**config.mk**
```make
export PLATFORM = sky130hd
export DESIGN_NAME = victim_wbuf
export DESIGN_NICKNAME = d
export VERILOG_FILES = /design/src/rtl/vwb_pkg.sv /design/src/rtl/vwb_ptrs.sv /design/src/rtl/vwb_store.sv /design/src/rtl/vwb_drain.sv /design/src/rtl/victim_wbuf.sv
export SDC_FILE = /design/constraint.sdc
export NUM_CORES = 2
export LEC_CHECK = 0
export BUFFER_PORTS_ARGS = -buffer_cell sky130_fd_sc_hd__buf_4
export CAP_MARGIN = 20
export CELL_PAD_IN_SITES_DETAIL_PLACEMENT = 2
export CELL_PAD_IN_SITES_GLOBAL_PLACEMENT = 2
export CORE_MARGIN = 3
export CORE_UTILIZATION = 54
export CTS_CLUSTER_DIAMETER = 30
export CTS_CLUSTER_SIZE = 20
export DETAILED_ROUTE_END_ITERATION = 12
export PLACE_DENSITY = 0.85
export SLEW_MARGIN = 20
export SYNTH_ARGS = -nofsm -noshare
export SYNTH_HDL_FRONTEND = slang
export SYNTH_HIERARCHICAL = 1
export SYNTH_MEMORY_MAX_BITS = 65536
export SYNTH_SLANG_ARGS = --single-unit
```
**constraint.sdc**
```tcl
create_clock -name clk -period 124.9 [get_ports clk]
set_input_delay 6.245 -clock clk [delete_from_list [all_inputs] [get_ports clk]]
set_output_delay 6.245 -clock clk [all_outputs]
set_load 0.005 [all_outputs]
```
**src/rtl/vwb_pkg.sv**
```systemverilog
package vwb_pkg;
   // drain side phase of the block currently at the head
   typedef enum logic {
      PH_ADDR = 1'b0,
      PH_DATA = 1'b1
   } vwb_phase_e;
endpackage

```
**src/rtl/vwb_ptrs.sv**
```systemverilog
module vwb_ptrs #(
   parameter int  DEPTH     = 8,
   parameter bit  REG_FLAGS = 1'b1,
   localparam int PTR_W     = $clog2(DEPTH),
   localparam int CNT_W     = $clog2(DEPTH + 1)
) (
   input  logic             clk,
   input  logic             rst_n,
   input  logic             push_en,
   input  logic             pop_en,
   output logic [PTR_W-1:0] wr_idx,
   output logic [PTR_W-1:0] rd_idx,
   output logic             full,
   output logic             empty
);
   logic [CNT_W-1:0] cnt_q, cnt_d;

   always_comb begin
      cnt_d = cnt_q;
      if (push_en && !pop_en) cnt_d = cnt_q + CNT_W'(1);
      else if (pop_en && !push_en) cnt_d = cnt_q - CNT_W'(1);
   end

   always_ff @(posedge clk) begin
      if (!rst_n) begin
         cnt_q  <= '0;
         wr_idx <= '0;
         rd_idx <= '0;
      end else begin
         cnt_q <= cnt_d;
         if (push_en) wr_idx <= wr_idx + PTR_W'(1);
         if (pop_en)  rd_idx <= rd_idx + PTR_W'(1);
      end
   end

   generate
      if (REG_FLAGS) begin : g_reg_flags
         logic full_q, empty_q;
         always_ff @(posedge clk) begin
            if (!rst_n) begin
               full_q  <= 1'b0;
               empty_q <= 1'b1;
            end else begin
               full_q  <= (cnt_d == CNT_W'(DEPTH));
               empty_q <= (cnt_d == '0);
            end
         end
         assign full  = full_q;
         assign empty = empty_q;
      end else begin : g_cmp_flags
         assign full  = (cnt_q == CNT_W'(DEPTH));
         assign empty = (cnt_q == '0);
      end
   endgenerate
endmodule

```
**src/rtl/vwb_store.sv**
```systemverilog
module vwb_store #(
   parameter int  DEPTH  = 8,
   parameter int  ADDR_W = 28,
   parameter int  BEAT_W = 64,
   parameter int  BEATS  = 8,
   localparam int PTR_W  = $clog2(DEPTH),
   localparam int BIDX_W = $clog2(BEATS),
   localparam int BLK_W  = BEATS * BEAT_W
) (
   input  logic              clk,
   input  logic              wr_en,
   input  logic [PTR_W-1:0]  wr_idx,
   input  logic [ADDR_W-1:0] wr_addr,
   input  logic [BLK_W-1:0]  wr_blk,
   input  logic [PTR_W-1:0]  rd_idx,
   input  logic [BIDX_W-1:0] rd_beat,
   output logic [ADDR_W-1:0] rd_addr,
   output logic [BEAT_W-1:0] rd_data
);
   logic [ADDR_W-1:0] addr_mem [DEPTH];
   logic [BLK_W-1:0]  blk_mem  [DEPTH];

   generate
      for (genvar e = 0; e < DEPTH; e++) begin : g_slot
         always_ff @(posedge clk) begin
            if (wr_en && (wr_idx == PTR_W'(e))) begin
               addr_mem[e] <= wr_addr;
               blk_mem[e]  <= wr_blk;
            end
         end
      end
   endgenerate

   logic [BLK_W-1:0] head_blk;
   assign head_blk = blk_mem[rd_idx];
   assign rd_addr  = addr_mem[rd_idx];

   always_comb begin
      rd_data = '0;
      for (int k = 0; k < BEATS; k++) begin
         if (rd_beat == BIDX_W'(k)) rd_data = head_blk[k*BEAT_W +: BEAT_W];
      end
   end
endmodule

```
**src/rtl/vwb_drain.sv**
```systemverilog
module vwb_drain
   import vwb_pkg::*;
#(
   parameter int  BEATS  = 8,
   localparam int BIDX_W = $clog2(BEATS)
) (
   input  logic              clk,
   input  logic              rst_n,
   input  logic              have_entry,
   input  logic              addr_ready,
   input  logic              data_ready,
   output logic              addr_valid,
   output logic              data_valid,
   output logic              data_last,
   output logic [BIDX_W-1:0] beat_idx,
   output logic              pop
);
   vwb_phase_e phase_q;
   logic [BIDX_W-1:0] beat_q;

   assign addr_valid = (phase_q == PH_ADDR) && have_entry;
   assign data_valid = (phase_q == PH_DATA);
   assign data_last  = data_valid && (beat_q == BIDX_W'(BEATS - 1));
   assign pop        = data_valid && data_ready && data_last;
   assign beat_idx   = beat_q;

   always_ff @(posedge clk) begin
      if (!rst_n) begin
         phase_q <= PH_ADDR;
         beat_q  <= '0;
      end else begin
         case (phase_q)
            PH_ADDR: begin
               if (addr_valid && addr_ready) begin
                  phase_q <= PH_DATA;
                  beat_q  <= '0;
               end
            end
            default: begin
               if (data_ready) begin
                  if (data_last) begin
                     phase_q <= PH_ADDR;
                     beat_q  <= '0;
                  end else begin
                     beat_q <= beat_q + BIDX_W'(1);
                  end
               end
            end
         endcase
      end
   end
endmodule

```
**src/rtl/victim_wbuf.sv**
```systemverilog
module victim_wbuf #(
   parameter int  DEPTH     = 8,
   parameter int  ADDR_W    = 28,
   parameter int  BEAT_W    = 64,
   parameter int  BEATS     = 8,
   parameter bit  REG_FLAGS = 1'b1,
   localparam int PTR_W     = $clog2(DEPTH),
   localparam int BIDX_W    = $clog2(BEATS),
   localparam int BLK_W     = BEATS * BEAT_W
) (
   input  logic              clk,
   input  logic              rst_n,
   input  logic              push_valid,
   input  logic              push_dirty,
   input  logic [ADDR_W-1:0] push_addr,
   input  logic [BLK_W-1:0]  push_data,
   output logic              full,
   output logic              empty,
   output logic              mem_addr_valid,
   input  logic              mem_addr_ready,
   output logic [ADDR_W-1:0] mem_addr,
   output logic              mem_data_valid,
   input  logic              mem_data_ready,
   output logic [BEAT_W-1:0] mem_data,
   output logic              mem_data_last
);
   // elaboration-time parameter checks
   generate
      if (DEPTH < 2 || (DEPTH & (DEPTH - 1)) != 0) begin : g_bad_depth
         $error("victim_wbuf: DEPTH must be a power of two, at least 2");
      end
      if (BEATS < 2 || (BEATS & (BEATS - 1)) != 0) begin : g_bad_beats
         $error("victim_wbuf: BEATS must be a power of two, at least 2");
      end
      if (ADDR_W < 1 || BEAT_W < 8) begin : g_bad_width
         $error("victim_wbuf: ADDR_W or BEAT_W too small");
      end
   endgenerate

   logic              push_en;
   logic              pop;
   logic [PTR_W-1:0]  wr_idx, rd_idx;
   logic [BIDX_W-1:0] beat_idx;

   assign push_en = push_valid && push_dirty && !full;

   vwb_ptrs #(
      .DEPTH     (DEPTH),
      .REG_FLAGS (REG_FLAGS)
   ) u_ptrs (
      .clk     (clk),
      .rst_n   (rst_n),
      .push_en (push_en),
      .pop_en  (pop),
      .wr_idx  (wr_idx),
      .rd_idx  (rd_idx),
      .full    (full),
      .empty   (empty)
   );

   vwb_store #(
      .DEPTH  (DEPTH),
      .ADDR_W (ADDR_W),
      .BEAT_W (BEAT_W),
      .BEATS  (BEATS)
   ) u_store (
      .clk     (clk),
      .wr_en   (push_en),
      .wr_idx  (wr_idx),
      .wr_addr (push_addr),
      .wr_blk  (push_data),
      .rd_idx  (rd_idx),
      .rd_beat (beat_idx),
      .rd_addr (mem_addr),
      .rd_data (mem_data)
   );

   vwb_drain #(
      .BEATS (BEATS)
   ) u_drain (
      .clk        (clk),
      .rst_n      (rst_n),
      .have_entry (!empty),
      .addr_ready (mem_addr_ready),
      .data_ready (mem_data_ready),
      .addr_valid (mem_addr_valid),
      .data_valid (mem_data_valid),
      .data_last  (mem_data_last),
      .beat_idx   (beat_idx),
      .pop        (pop)
   );
endmodule

```
==> results of run 1 <==
kinds of logic after synthesis:
group / after synthesis / synth area share [%]
flops: 4336 / 79.50
mux: 1212 / 15.68
compound gates: 524 / 2.662
buf+inv: 395 / 1.089
simple gates: 347 / 0.9890
xor+xnor: 6 / 0.03213
fa+ha+maj: 6 / 0.04589
metrics by stage:
stage | cells | area [um2] | worst slack (ns) | hold slack, ns
global placement | 11220 | 173700 | 111.29 | 0.5291
floorplan | 6826 | 163600 | 79.95 | 0.4772
synthesized netlist by cell type, types with 6 or more instances:
master,instances
buf_6,8
clkbuf_1,165
nor2_1,23
buf_4,18
o221ai_1,192
a221oi_1,64
nor4_1,64
mux2i_1,131
o22a_1,64
mux4_2,1080
nand2_1,223
edfxtp_1,4320
buf_2,137
a22o_1,128
ha_1,6
dfxtp_1,16
a21oi_1,66
buf_1,60
==> metrics.log, run 1 <==
[metrics] share of flip-flops with an asynchronous set or reset after synthesis: 0%
[metrics] error that halted the flow: [ERROR DPL-0033] detailed placement checks failed during check placement.
[metrics] top cells by area, synth: edfxtp_1 (79%), mux4_2 (15%), o221ai_1 (1.0%)
[metrics] Initial Util: 54.43%
[metrics] total number of yosys warnings: 6
[metrics] height of the die: 556.4 um
[metrics] register area share after synthesis: 79.50%
[metrics] number of cell rows: 201
[metrics] buffers added on ports: 642
[metrics] net count after synthesis: 7378
[metrics] num ports: 643
[metrics] synthesized flop and latch total: 4336
[metrics] final weighted congestion in routability-driven placement: 0.7680
[metrics] share of Yosys cell area claimed by the top area cell type: 79.31%
[metrics] count of flip-flops with a built-in enable after synthesis: 4320
[metrics] run status: did not finish
[metrics] synthesized instance count: 6826
[metrics] half-perimeter wire length after placement: 389800 um
[metrics] Die X: 556.4 um
[metrics] count of distinct cell types in the synthesized netlist: 51
[metrics] halt point of the flow: detailed placement (3_5_place_dp)
[metrics] most used flip-flop cell after synthesis: edfxtp_1
[metrics] cell type contributing the most total cell area after synthesis: edfxtp_1
[metrics] mean area per synthesized cell: 23.96 um2
[metrics] synthesized cell area: 163600 um2
==> run 2: changes to the inputs <==
- CELL_PAD_IN_SITES_DETAIL_PLACEMENT: 2 -> not set
- CELL_PAD_IN_SITES_GLOBAL_PLACEMENT: 2 -> not set
- CORE_UTILIZATION: 54 -> 40
- CTS_CLUSTER_DIAMETER: 30 -> not set
- CTS_CLUSTER_SIZE: 20 -> not set
- PLACE_DENSITY: 0.85 -> not set
- PLACE_DENSITY_LB_ADDON: not set -> 0.15
==> run 2 against run 1 <==
Against the previous run:
- the flow now finishes without violations
- synthesized area is the same
- synthesized cell count is the same
==> metrics.log, run 2 <==
[metrics] maximum number of pins on one net before global-route repair: 135
[metrics] mean area per synthesized cell: 23.96 um2
[metrics] final count of pins violating max slew: 0
[metrics] required time at the endpoint of the critical path: 118.65 ns
[metrics] run status: finished clean
[metrics] vias in the first global route: 80050
[metrics] count of endpoints failing setup in the final report: 0
[metrics] cell depth of the worst flop-to-flop path: 8
[metrics] type of element capturing the critical path: primary output
[metrics] Pleak: 59.26 nW
[metrics] f_max: 73.30 MHz
[metrics] power density cells: 15.73 nW/um2
[metrics] tightest hold margin: 0.5587 ns
[metrics] synthesized cell area: 163600 um2
[metrics] share of flip-flops with an asynchronous set or reset after synthesis: 0%
[metrics] clock share of power: 43.5%
[metrics] total design power: 2.995 mW
[metrics] maximum level of the CTS H-tree: 5
[metrics] initial antenna violation count: 198
[metrics] total number of cells along the worst setup path: 10
[metrics] crit path max fanout: 107
[metrics] share of Yosys cell area claimed by the top area cell type: 79.31%
[metrics] Initial Util: 40.22%
[metrics] synthesized instance count: 6826
[metrics] setup_tns: 0 ns
[metrics] Post-CTS Repair Setup Buffers: 0
[metrics] number of hold violations in the final report: 0
[metrics] synthesized flop and latch total: 4336
[metrics] crit start category: flop
[metrics] Area growth, synth to finish: 16.36%
[metrics] fin util: 46.80%
[metrics] critical path cell sequence: buf_4, buf_4, buf_12, buf_4, buf_4, mux4_2, mux2i_1, o22a_1, o221ai_1, buf_4
[metrics] Die X: 645.5 um
[metrics] Final nets: 8289
[metrics] clock tree buffer depth: 4
[metrics] Combinational Power Share: 2.4%
[metrics] Layout Cell Area excl Fill: 190300 um2
[metrics] half-perimeter wire length after placement: 260100 um
[metrics] first-pass GRT wire length: 634100 um
[metrics] WL per Instance: 33.14 um
[metrics] share of total power consumed by net switching: 20.19%
[metrics] power share of the sequential group: 54.1%
[metrics] hold-fix buffer count after cts: 0
[metrics] Worst EP arrival: 7.40 ns
[metrics] final weighted congestion in routability-driven placement: 0.7362
[metrics] standard cell with the maximum stage delay on the critical path: dfxtp_4
[metrics] Hold Path Cell Cnt: 2
[metrics] Clock Sink Count: 4336
[metrics] post-cts sizing count: 0
[metrics] worst rel slew slack: 21.98%
[metrics] Die ar.: 416600 um2
[metrics] highest ir drop seen on vdd: 0.01273 mV
[metrics] worst setup path category: reg -> out
[metrics] biggest registers after layout: u_store/blk_mem (4096), u_store/addr_mem (224), u_ptrs/cnt_q (4)
[metrics] commonest non-fill, non-tap cell in the layout: edfxtp_1
[metrics] most frequent cell after synthesis: edfxtp_1
[metrics] grt total ovfl: 0
[metrics] height of the die: 645.5 um
[metrics] total routed wirelength: 450900 um
[metrics] most used flip-flop cell after synthesis: edfxtp_1
[metrics] largest reg by FF count: u_store/blk_mem
[metrics] placed cell area: 175800 um2
[metrics] worst clock skew: 0.03515 ns
[metrics] Tcrit/Tclk final: 10.92%
[metrics] count of distinct cell types in the synthesized netlist: 51
[metrics] cell internal power dissipation: 2.390 mW
[metrics] buffers added on ports: 642
[metrics] vias after detailed routing: 76870
[metrics] CTS tree: yes
[metrics] min cycle time layout: 13.64 ns
[metrics] first-pass detailed-route iteration total: 5
[metrics] initial DRC count: 6283
[metrics] net switching power: 0.6047 mW
[metrics] CP peak stage delay: 0.96 ns
[metrics] most frequent CP cell: buf_4
[metrics] register area share after synthesis: 79.50%
[metrics] net count after synthesis: 7378
[metrics] clock slew at reported path FFs: 0.06 ns
[metrics] total number of yosys warnings: 6
[metrics] type of the tightest min-delay check: reg -> reg
[metrics] fraction of layout cells with a size suffix above 1: 32.32%
[metrics] number of clock buffers inserted by TritonCTS: 455
[metrics] count of buffer and inverter cells on the critical path: 6
[metrics] top cells by count, synth: edfxtp_1 (4320), mux4_2 (1080), nand2_1 (223), o221ai_1 (192), clkbuf_1 (165)
[metrics] cell family with the largest share of critical-path delay: buffers and inverters
[metrics] unrepaired setup endpoints after global routing: false
[metrics] global-route usage over all layers: 21.47%
[metrics] top cells by area, synth: edfxtp_1 (79%), mux4_2 (15%), o221ai_1 (1.0%)
[metrics] number of max-cap violations: 0
[metrics] slew of the pin with the lowest slew margin: 1.170 ns
[metrics] clock root buffer: clkbuf_16
[metrics] number of flip-flops under the largest register name: 4096
[metrics] number of cell rows: 234
[metrics] count of flip-flops with a built-in enable after synthesis: 4320
[metrics] ratio of routed vias to standard cells: 5.650
[metrics] drt drc: 0
[metrics] top library cells by usage in the layout, fill and taps aside: edfxtp_1 (4320), mux4_2 (1080), buf_4 (817), clkbuf_16 (460), nand2_1 (218)
[metrics] cell type contributing the most total cell area after synthesis: edfxtp_1
[metrics] worst-skew pair later-pin latency: 1.00 ns
[metrics] Final ANT Viol Nets: 0
[metrics] placeable core region: 406700 um2
[metrics] num ports: 643
run 2: cell counts after synthesis:
No cell type changed its count.
run 2: worst reg2reg max path, cell delays in order, from the launching register on:
cell	delay, ns
dfxtp_1	0.31
and3b_1	0.59
nand2_1	0.37
nor2_4	0.58
buf_4	0.63
buf_12	0.59
buf_4	0.80
buf_4	0.83
buf_4	0.78
run 2: power groups by stage:
stage,clock network [mW],registers (mW),logic (mW)
2_1_floorplan,0,1.67,0.0212
4_1_cts,1.33,1.62,0.0749
6_report,1.30,1.62,0.0721
5_1_grt,1.39,1.62,0.0785
3_3_place_gp,0,1.65,0.0723
3_5_place_dp,0,1.65,0.0749
run 2: worst paths after layout:
path                                                     from                           endpoint  slack, ns
worst max register to register         u_ptrs/full$_SDFF_PN0_  u_store/blk_mem[6][412]$_DFFE_PP_     118.95
worst min-delay path            u_ptrs/wr_idx[1]$_SDFFE_PN0P_      u_ptrs/wr_idx[1]$_SDFFE_PN0P_       0.56
worst min register to register  u_ptrs/wr_idx[1]$_SDFFE_PN0P_      u_ptrs/wr_idx[1]$_SDFFE_PN0P_       0.56
worst max-delay path            u_ptrs/rd_idx[0]$_SDFFE_PN0P_                       mem_data[56]     111.26
run 2: metal layers:
layer / up-vias / part of all wire [%] / GRT usage (%)
li1: 31700 / - / -
met1: 42150 / 39 / 27.03
met2: 2172 / 53 / 38.08
met3: 775 / 6.0 / 4.236
met4: 86 / 2.5 / 5.345
met5: - / 0.12 / 0
run 2: layout make-up:
class	count	area [um2]
diodes	52	130.1
clock buffers	588	12030
clock inverters	257	2338
fillers	33400	216300
inverters	7	33.78
multi-input cells	2095	32320
flip-flops and latches	4336	130100
well taps	5428	6792
repair buffers	842	6634
run 2: through the flow:
| step | instances | setup slack (ns) |
|---|---|---|
| after global placement | 12710 | 111.89 |
| after floorplan | 6826 | 79.95 |
| after global routing | 13570 | 110.45 |
| after detailed placement | 12710 | 111.92 |
| after CTS | 13550 | 110.80 |
| final | 13610 | 111.26 |
run 2: cell families (layout without fill, tap and decap cells):
logic type               count (synthesis)  in the layout  share of synthesized area [%]
adder cells (fa/ha/maj)                  6              6                        0.04589
XOR/XNOR                                 6              6                        0.03213
flip-flops                            4336           4336                          79.50
AND/OR/NAND/NOR                        347            347                         0.9890
other                                    0             52                              0
buffers and inverters                  395           1694                          1.089
multiplexers                          1212           1212                          15.68
AO/OA/AOI/OAI                          524            524                          2.662
Power figures use the tool's default switching activity.
